File: config.mk
export PLATFORM = sky130hd
export DESIGN_NAME = ddr2_timing_gate
export DESIGN_NICKNAME = d
export VERILOG_FILES = /design/src/rtl/ddr2_tc_pkg.sv /design/src/rtl/ddr2_tc_bank.sv /design/src/rtl/ddr2_tc_faw.sv /design/src/rtl/ddr2_timing_gate.sv
export SDC_FILE = /design/constraint.sdc
export NUM_CORES = 1
export LEC_CHECK = 0
export ABC_AREA = 0
export BUFFER_PORTS_ARGS = -buffer_cell sky130_fd_sc_hd__buf_2
export CORE_MARGIN = 2
export CORE_UTILIZATION = 45
export CTS_CLUSTER_SIZE = 20
export DETAILED_ROUTE_END_ITERATION = 10
export PLACE_DENSITY_LB_ADDON = 0.2
export SETUP_SLACK_MARGIN = 0.05
export SLEW_MARGIN = 25
export SYNTH_ARGS = -nofsm -noshare
export SYNTH_HDL_FRONTEND = slang
export SYNTH_SLANG_ARGS = --single-unit
File: constraint.sdc
create_clock -name clk -period 4.15 [get_ports clk]
set_input_delay 0.2075 -clock clk [delete_from_list [all_inputs] [get_ports clk]]
set_output_delay 0.2075 -clock clk [all_outputs]
set_load 0.05 [all_outputs]
File: src/rtl/ddr2_tc_pkg.sv
package ddr2_tc_pkg;
    localparam int CNT_W = 8;

    typedef logic [CNT_W-1:0] cnt_t;

    typedef enum logic [2:0] {
        OP_ACT  = 3'd0,
        OP_RD   = 3'd1,
        OP_WR   = 3'd2,
        OP_PRE  = 3'd3,
        OP_PREA = 3'd4,
        OP_REF  = 3'd5,
        OP_MRS  = 3'd6,
        OP_RSV  = 3'd7
    } op_e;

    // countdown step: decrement toward zero, then take the larger of that and a new load
    function automatic cnt_t tick(input cnt_t cur, input cnt_t load);
        cnt_t dec;
        dec = (cur == '0) ? '0 : cur - 1'b1;
        return (load > dec) ? load : dec;
    endfunction
endpackage

File: src/rtl/ddr2_tc_bank.sv
module ddr2_tc_bank
    import ddr2_tc_pkg::*;
#(
    parameter int T_RCD   = 5,
    parameter int T_RAS   = 18,
    parameter int T_RC    = 23,
    parameter int T_RP    = 5,
    parameter int T_RTP   = 3,
    parameter int T_WRPRE = 12
) (
    input  logic clk,
    input  logic rst_n,
    input  logic act_i,
    input  logic rd_i,
    input  logic wr_i,
    input  logic pre_i,
    input  logic prea_i,
    output logic open_o,
    output logic rdwr_ok_o,
    output logic pre_ok_o,
    output logic act_ok_o
);
    typedef struct packed {
        logic open;
        cnt_t rcd;
        cnt_t pre;
        cnt_t act;
    } bank_st_t;

    bank_st_t s_q, s_d;
    cnt_t     pre_load, act_load;

    always_comb begin
        s_d = s_q;
        if (act_i)
            s_d.open = 1'b1;
        else if (pre_i || prea_i)
            s_d.open = 1'b0;

        if (act_i)      pre_load = cnt_t'(T_RAS - 1);
        else if (rd_i)  pre_load = cnt_t'(T_RTP - 1);
        else if (wr_i)  pre_load = cnt_t'(T_WRPRE - 1);
        else            pre_load = '0;

        if (act_i)                 act_load = cnt_t'(T_RC - 1);
        else if (pre_i || prea_i)  act_load = cnt_t'(T_RP - 1);
        else                       act_load = '0;

        s_d.rcd = tick(s_q.rcd, act_i ? cnt_t'(T_RCD - 1) : '0);
        s_d.pre = tick(s_q.pre, pre_load);
        s_d.act = tick(s_q.act, act_load);
    end

    always_ff @(posedge clk) begin
        if (!rst_n) s_q <= '0;
        else        s_q <= s_d;
    end

    assign open_o    = s_q.open;
    assign rdwr_ok_o = (s_q.rcd == '0);
    assign pre_ok_o  = (s_q.pre == '0);
    assign act_ok_o  = (s_q.act == '0);
endmodule

File: src/rtl/ddr2_tc_faw.sv
module ddr2_tc_faw
    import ddr2_tc_pkg::*;
#(
    parameter int T_FAW = 14,
    parameter int N_ACT = 4
) (
    input  logic clk,
    input  logic rst_n,
    input  logic act_i,
    output logic ok_o
);
    cnt_t slot_q [N_ACT];
    cnt_t slot_d [N_ACT];

    always_comb begin
        for (int i = 0; i < N_ACT; i++) begin
            if (!act_i)
                slot_d[i] = tick(slot_q[i], '0);
            else if (i == 0)
                slot_d[i] = cnt_t'(T_FAW - 1);
            else
                slot_d[i] = tick(slot_q[i-1], '0);
        end
    end

    always_ff @(posedge clk) begin
        for (int i = 0; i < N_ACT; i++) begin
            if (!rst_n) slot_q[i] <= '0;
            else        slot_q[i] <= slot_d[i];
        end
    end

    assign ok_o = (slot_q[N_ACT-1] == '0);
endmodule

File: src/rtl/ddr2_timing_gate.sv
module ddr2_timing_gate
    import ddr2_tc_pkg::*;
#(
    parameter int N_BANK = 8,
    parameter int T_RCD  = 5,
    parameter int T_RP   = 5,
    parameter int T_RAS  = 18,
    parameter int T_RC   = 23,
    parameter int T_RRD  = 3,
    parameter int T_FAW  = 14,
    parameter int N_FAW  = 4,
    parameter int T_RFC  = 78,
    parameter int T_MRD  = 2,
    parameter int T_WR   = 6,
    parameter int T_RTP  = 3,
    parameter int T_WTR  = 3,
    parameter int CL     = 5,
    parameter int BL     = 4
) (
    input  logic                      clk,
    input  logic                      rst_n,
    input  logic                      cmd_valid,
    input  logic [2:0]                cmd_op,
    input  logic [$clog2(N_BANK)-1:0] cmd_bank,
    output logic                      cmd_ready,
    output logic                      cmd_err
);
    localparam int BA_W    = $clog2(N_BANK);
    localparam int WL      = CL - 1;
    localparam int WR_END  = WL + BL / 2;
    localparam int T_WRPRE = WR_END + T_WR;
    localparam int T_WRRD  = WR_END + T_WTR;
    localparam int T_RPA   = T_RP + 1;

    typedef struct packed {
        cnt_t rrd;
        cnt_t wtr;
        cnt_t all;
    } glob_st_t;

    glob_st_t g_q, g_d;
    op_e      op;
    logic     acc, err_c, time_ok, faw_ok;
    logic [N_BANK-1:0] open_w, rdwr_ok, pre_ok, act_ok, sel;
    logic [N_BANK-1:0] act_s, rd_s, wr_s, pre_s;
    cnt_t     all_load;

    assign op  = op_e'(cmd_op);
    assign acc = cmd_valid && cmd_ready;

    for (genvar b = 0; b < N_BANK; b++) begin : g_bank
        assign sel[b]   = (cmd_bank == BA_W'(b));
        assign act_s[b] = acc && sel[b] && (op == OP_ACT);
        assign rd_s[b]  = acc && sel[b] && (op == OP_RD);
        assign wr_s[b]  = acc && sel[b] && (op == OP_WR);
        assign pre_s[b] = acc && sel[b] && (op == OP_PRE);

        ddr2_tc_bank #(
            .T_RCD(T_RCD), .T_RAS(T_RAS), .T_RC(T_RC), .T_RP(T_RP),
            .T_RTP(T_RTP), .T_WRPRE(T_WRPRE)
        ) u_bank (
            .clk(clk), .rst_n(rst_n),
            .act_i(act_s[b]), .rd_i(rd_s[b]), .wr_i(wr_s[b]), .pre_i(pre_s[b]),
            .prea_i(acc && (op == OP_PREA)),
            .open_o(open_w[b]), .rdwr_ok_o(rdwr_ok[b]),
            .pre_ok_o(pre_ok[b]), .act_ok_o(act_ok[b])
        );
    end

    ddr2_tc_faw #(.T_FAW(T_FAW), .N_ACT(N_FAW)) u_faw (
        .clk(clk), .rst_n(rst_n),
        .act_i(acc && (op == OP_ACT)),
        .ok_o(faw_ok)
    );

    always_comb begin
        unique case (op)
            OP_ACT:         err_c = open_w[cmd_bank];
            OP_RD, OP_WR:   err_c = !open_w[cmd_bank];
            OP_REF, OP_MRS: err_c = |open_w;
            OP_RSV:         err_c = 1'b1;
            default:        err_c = 1'b0;
        endcase

        unique case (op)
            OP_ACT:         time_ok = act_ok[cmd_bank] && (g_q.rrd == '0) && faw_ok;
            OP_RD:          time_ok = rdwr_ok[cmd_bank] && (g_q.wtr == '0);
            OP_WR:          time_ok = rdwr_ok[cmd_bank];
            OP_PRE:         time_ok = pre_ok[cmd_bank];
            OP_PREA:        time_ok = &pre_ok;
            OP_REF, OP_MRS: time_ok = &act_ok;
            default:        time_ok = 1'b0;
        endcase
        time_ok = time_ok && (g_q.all == '0);

        if (acc && op == OP_REF)       all_load = cnt_t'(T_RFC - 1);
        else if (acc && op == OP_MRS)  all_load = cnt_t'(T_MRD - 1);
        else if (acc && op == OP_PREA) all_load = cnt_t'(T_RPA - 1);
        else                           all_load = '0;

        g_d.rrd = tick(g_q.rrd, (acc && op == OP_ACT) ? cnt_t'(T_RRD - 1) : '0);
        g_d.wtr = tick(g_q.wtr, (acc && op == OP_WR) ? cnt_t'(T_WRRD - 1) : '0);
        g_d.all = tick(g_q.all, all_load);
    end

    always_ff @(posedge clk) begin
        if (!rst_n) g_q <= '0;
        else        g_q <= g_d;
    end

    assign cmd_err   = cmd_valid && err_c;
    assign cmd_ready = cmd_valid && !err_c && time_ok;
endmodule

==> results.txt <==
After Yosys synthesis, XOR and XNOR cells account for roughly 6.6% of the synthesized area. Of the total synthesized cell area, the portion taken by full adders, half adders and majority gates is 7.18%. The synthesized design contains 256 register bits. The compound-gate portion of the synthesized area came out at 13.2%. The run finished with clean final reports.

The average wire per cell in the routed design is 16.2 um. The length of routed wiring on met1 is approximately 18 mm. The smallest clock period supported by the final layout is computed as 4050 ps. In this run the power density over the cells is 884 nW/um^2. The first routing iteration left 963 violations. STA classifies the critical path endpoint as a flop. Across the run, the number of max-cap violations was 0. After filler insertion, the fill cell instance count of the layout stands at 3217. For this run the aggregate overflow at the end of global routing stands at 0.

After detailed routing, no signal wire sits above met4. The residual antenna-violating net count after detailed routing is 0. CTS placed an instance of clkbuf_16 at the clock tree root. The post-synthesis mux area share came out at around 5.7%.

Of the total synthesized cell area, the portion taken by AND, OR, NAND and NOR gates is 30.3%. The share of synthesized flip-flops with an asynchronous set or reset came out at 0%. The via count came out at between 10000 and 15000. Setup repair after global routing could not meet its margin everywhere. The count of buffers added on input and output ports is 10.

The initial utilization of the core area, before any placement, comes to ~46%. The worst supply voltage drop on vdd is 403 uV. The routed via count divided by cell count is 5.65. The max-slew violation count is 0. By area, the combinational part of the netlist is dominated by simple AND/OR/NAND/NOR gates. The post-route clock period utilization is 97.7%.

For this run, the top clock speed supported by timing is 247 MHz. 11 I/O pins were placed. The fraction of layout instances using a drive strength above 1 is 12.2%. The insertion delay to the later sink of the worst-skew pair is ~570 ps. The post-route non-filler standard cell count came out at 2532. The register clock-pin slew on the reported worst setup and hold paths is 60 ps. The total CTS buffers came out at 29. The depth of the CTS H-tree is 1.

The total core area came out at 33700 sq um. The length of routed met3 wiring came out at 2.27 mm. Entering global routing, the biggest net connects 65 pins.

The area added between synthesis and finish is 15.6%. The worst setup path is launched from a flop. The warning count from the yosys run came out at 0.

The synthesized cell area is about 15000 sq um. The critical path class is flop to flop. The routed length on met2 is 19.2 mm. The leakage power total came out at 7.42 nW. The summed negative setup slack over all endpoints is 0 ps. The gate count after technology mapping came out at 1967. The flip-flop cell with the highest count after synthesis is dfxtp_1.

The distinct cell type count of the synthesized netlist came out at 79. The first-pass GRT wire length is 68.0 mm. The worst path required time is 4600 ps. The floorplan die height is 189 um. The global router's overall resource usage is 22.9%. The total number of clock tree sinks came out at 256. The number of nets at the end of the flow came out at 2159. The net count of the mapped netlist is 2064. The cell row count came out at 67.

The setup violation total in the final timing report came out at 0. The die area is 35900 sq um. The relative slew slack is 27.9%. For this run, the share of the core covered by cells in the final layout is 53.1%. The number of hold-slack violations in the final timing report is 0. The die extent in x came out at 189 um. The routability-driven placement congestion ratio came out at 0.966.

The post-detailed-routing wire length is 41.1 mm. Once detailed placement completed, the half-perimeter wirelength came to just over 30 mm. The arrival time at the worst endpoint is between 4000 and 5000 ps. TritonCTS built the clock tree. The number of detailed-routing iterations run before antenna repair came out at 5. The type of the worst min-delay path is primary input to flop. The standard cell area after detailed placement is 16700 sq um.

The instance count after placement with tap cells included came out at 2476. The DRC violation count after routing is 0. The number of global-route vias before repair is 13900.

The area of all placed cells without fillers is 17900 sq um. The final worst clock skew is 17.8 ps. A synthesized cell averages around 7.9 sq um. The maximum fanout along the worst path came out at 5. The buffer depth of the longest clock path is 3.

The number of synthesized flops with an enable pin is 0. Summing the sequential cell areas from Yosys gives 33.1% of the chip area. The initial antenna violation count came out at 1. The actual slew at the worst max-slew pin came out at 1080 ps.
==> logic make-up after synthesis <==
family / after synthesis
and+or+nand+nor: 949
AOI/OAI and AO/OA: 317
DFF: 256
buffers and inverters: 156
xor gates and xnor gates: 116
adders and majority gates: 89
muxes: 84
==> final cells by class <==
cell class	instances	area [sq um]	share of cell area, %
clock inverters	7	88.8	0.497
flip-flops and latches	256	5130	28.7
multi-input cells	1555	9980	55.8
inverters	99	373	2.08
clock buffers	45	846	4.73
repair buffers	121	915	5.11
diodes	1	2.50	0.0140
well taps	448	561	3.13
==> state kept, by name (all words and copies together), names as in the netlist <==
name                  cells
g_bank.u_bank.open_o      8
g_bank.u_bank.s_q       192
g_q                      24
u_faw.slot_q             32
==> Yosys cell counts, types with 7 or more instances <==
cell type / instances / area, sq um
or2_2: 7 / 43.8
and2_1: 22 / 138
nor2b_1: 22 / 138
nor4b_1: 16 / 140
xor2_1: 73 / 639
dfxtp_1: 256 / 5120
xnor2_1: 43 / 377
nor3_1: 121 / 606
o2111ai_1: 14 / 123
nand4_1: 30 / 188
o21ai_0: 84 / 420
nand3_1: 64 / 320
a221oi_1: 8 / 70.1
nand3b_1: 17 / 128
nand2_1: 199 / 747
buf_2: 7 / 35.0
or4_1: 9 / 67.6
and3_1: 10 / 62.6
o31ai_1: 12 / 90.1
or4b_2: 7 / 70.1
clkbuf_1: 42 / 158
o22ai_1: 11 / 68.8
a211oi_1: 9 / 67.6
a21o_1: 9 / 67.6
nor4_1: 22 / 138
nor3b_1: 21 / 158
or3_1: 38 / 238
a21oi_1: 89 / 445
o21a_1: 23 / 173
a31oi_1: 8 / 50.1
mux2_2: 9 / 101
inv_1: 98 / 368
mux2i_1: 72 / 721
a22oi_1: 7 / 52.6
nor2_1: 284 / 1070
ha_1: 88 / 1100
nand2b_1: 35 / 219
==> power by group <==
| part | switching, mW | total, mW | leakage (nW) | internal (mW) |
|---|---|---|---|---|
| Combinational | 5.02 | 9.05 | 4.85 | 4.03 |
| Sequential | 0.847 | 4.24 | 2.11 | 3.39 |
| Clock | 1.02 | 2.54 | 0.461 | 1.51 |
| Total | 6.89 | 15.8 | 7.42 | 8.94 |
==> placed cells by master, fill, tap and decap left out, types with 10 or more instances in the layout <==
| master | netlist | routed |
|---|---|---|
| nor2_1 | 284 | 279 |
| dfxtp_1 | 256 | 255 |
| nand2_1 | 199 | 197 |
| nor3_1 | 121 | 118 |
| buf_4 | 1 | 109 |
| inv_1 | 98 | 97 |
| a21oi_1 | 89 | 86 |
| ha_1 | 88 | 86 |
| o21ai_0 | 84 | 82 |
| xor2_1 | 73 | 73 |
| mux2i_1 | 72 | 72 |
| nand3_1 | 64 | 64 |
| xnor2_1 | 43 | 43 |
| or3_1 | 38 | 36 |
| nand2b_1 | 35 | 35 |
| nand4_1 | 30 | 30 |
| clkbuf_16 | 0 | 29 |
| o21a_1 | 23 | 23 |
| and2_1 | 22 | 22 |
| nor2b_1 | 22 | 22 |
| nor4_1 | 22 | 20 |
| nor3b_1 | 21 | 19 |
| nand3b_1 | 17 | 17 |
| nor4b_1 | 16 | 13 |
| o31ai_1 | 12 | 12 |
| o2111ai_1 | 14 | 12 |
| o22ai_1 | 11 | 11 |
| and3_1 | 10 | 10 |
| clkbuf_1 | 42 | 10 |
==> timing repair <==
| action | 4_1_cts | 5_1_grt |
|---|---|---|
| endpoints found under the hold margin | 0 | 0 |
| resized for setup | 8 | 31 |
| hold buffers | 0 | 0 |
| setup buffers | 1 | 2 |
| setup endpoints to repair | 33 | 45 |
| pin swaps | 1 | 16 |
==> final timing paths <==
kind                                                          start                            endpoint  slack (ps)  cells after the start
worst min-delay path                                      cmd_op[2]                   g_q[0]$_SDFF_PN0_          60                      3
worst max register to register  g_bank[0].u_bank.s_q[18]$_SDFF_PN0_  g_bank[5].u_bank.s_q[9]$_SDFF_PN0_         100                     16
worst max-delay path            g_bank[0].u_bank.s_q[18]$_SDFF_PN0_  g_bank[5].u_bank.s_q[9]$_SDFF_PN0_         100                     16
worst min register to register   g_bank[5].u_bank.s_q[0]$_SDFF_PN0_  g_bank[5].u_bank.s_q[0]$_SDFF_PN0_         440                      1
==> routing by layer <==
metal  vias up  GRT usage (%)
li1       7157              -
met1      6715           29.2
met2       340           39.4
met3        95           3.73
met4         0           7.48
met5         -              0
==> critical path, stage by stage, from the launching register on <==
cell       delay (ps)
dfxtp_1           310
or4_4             530
or4b_4            520
o211ai_1          270
a31oi_2           180
o2111ai_4         130
nand2_2            80
or3_4             410
nor2_1            130
ha_1              250
nor2b_1           130
o221a_2           240
o21a_1            190
o211a_1           220
a22oi_2           130
nor2_2            100
mux2i_1           140
==> metrics by stage <==
| step | setup WS [ps] | hold slack (ps) | power, mW |
|---|---|---|---|
| after floorplan | -30.0 | 413 | 10.7 |
| after CTS | 67.8 | 19.1 | 15.7 |
| after global routing | -54.0 | 45.2 | 17.3 |
| after global placement | -200 | 434 | 12.8 |
| final | 96.8 | 55.4 | 15.8 |
| after detailed placement | -195 | 438 | 13.0 |
(Power assumes the default switching activity.)
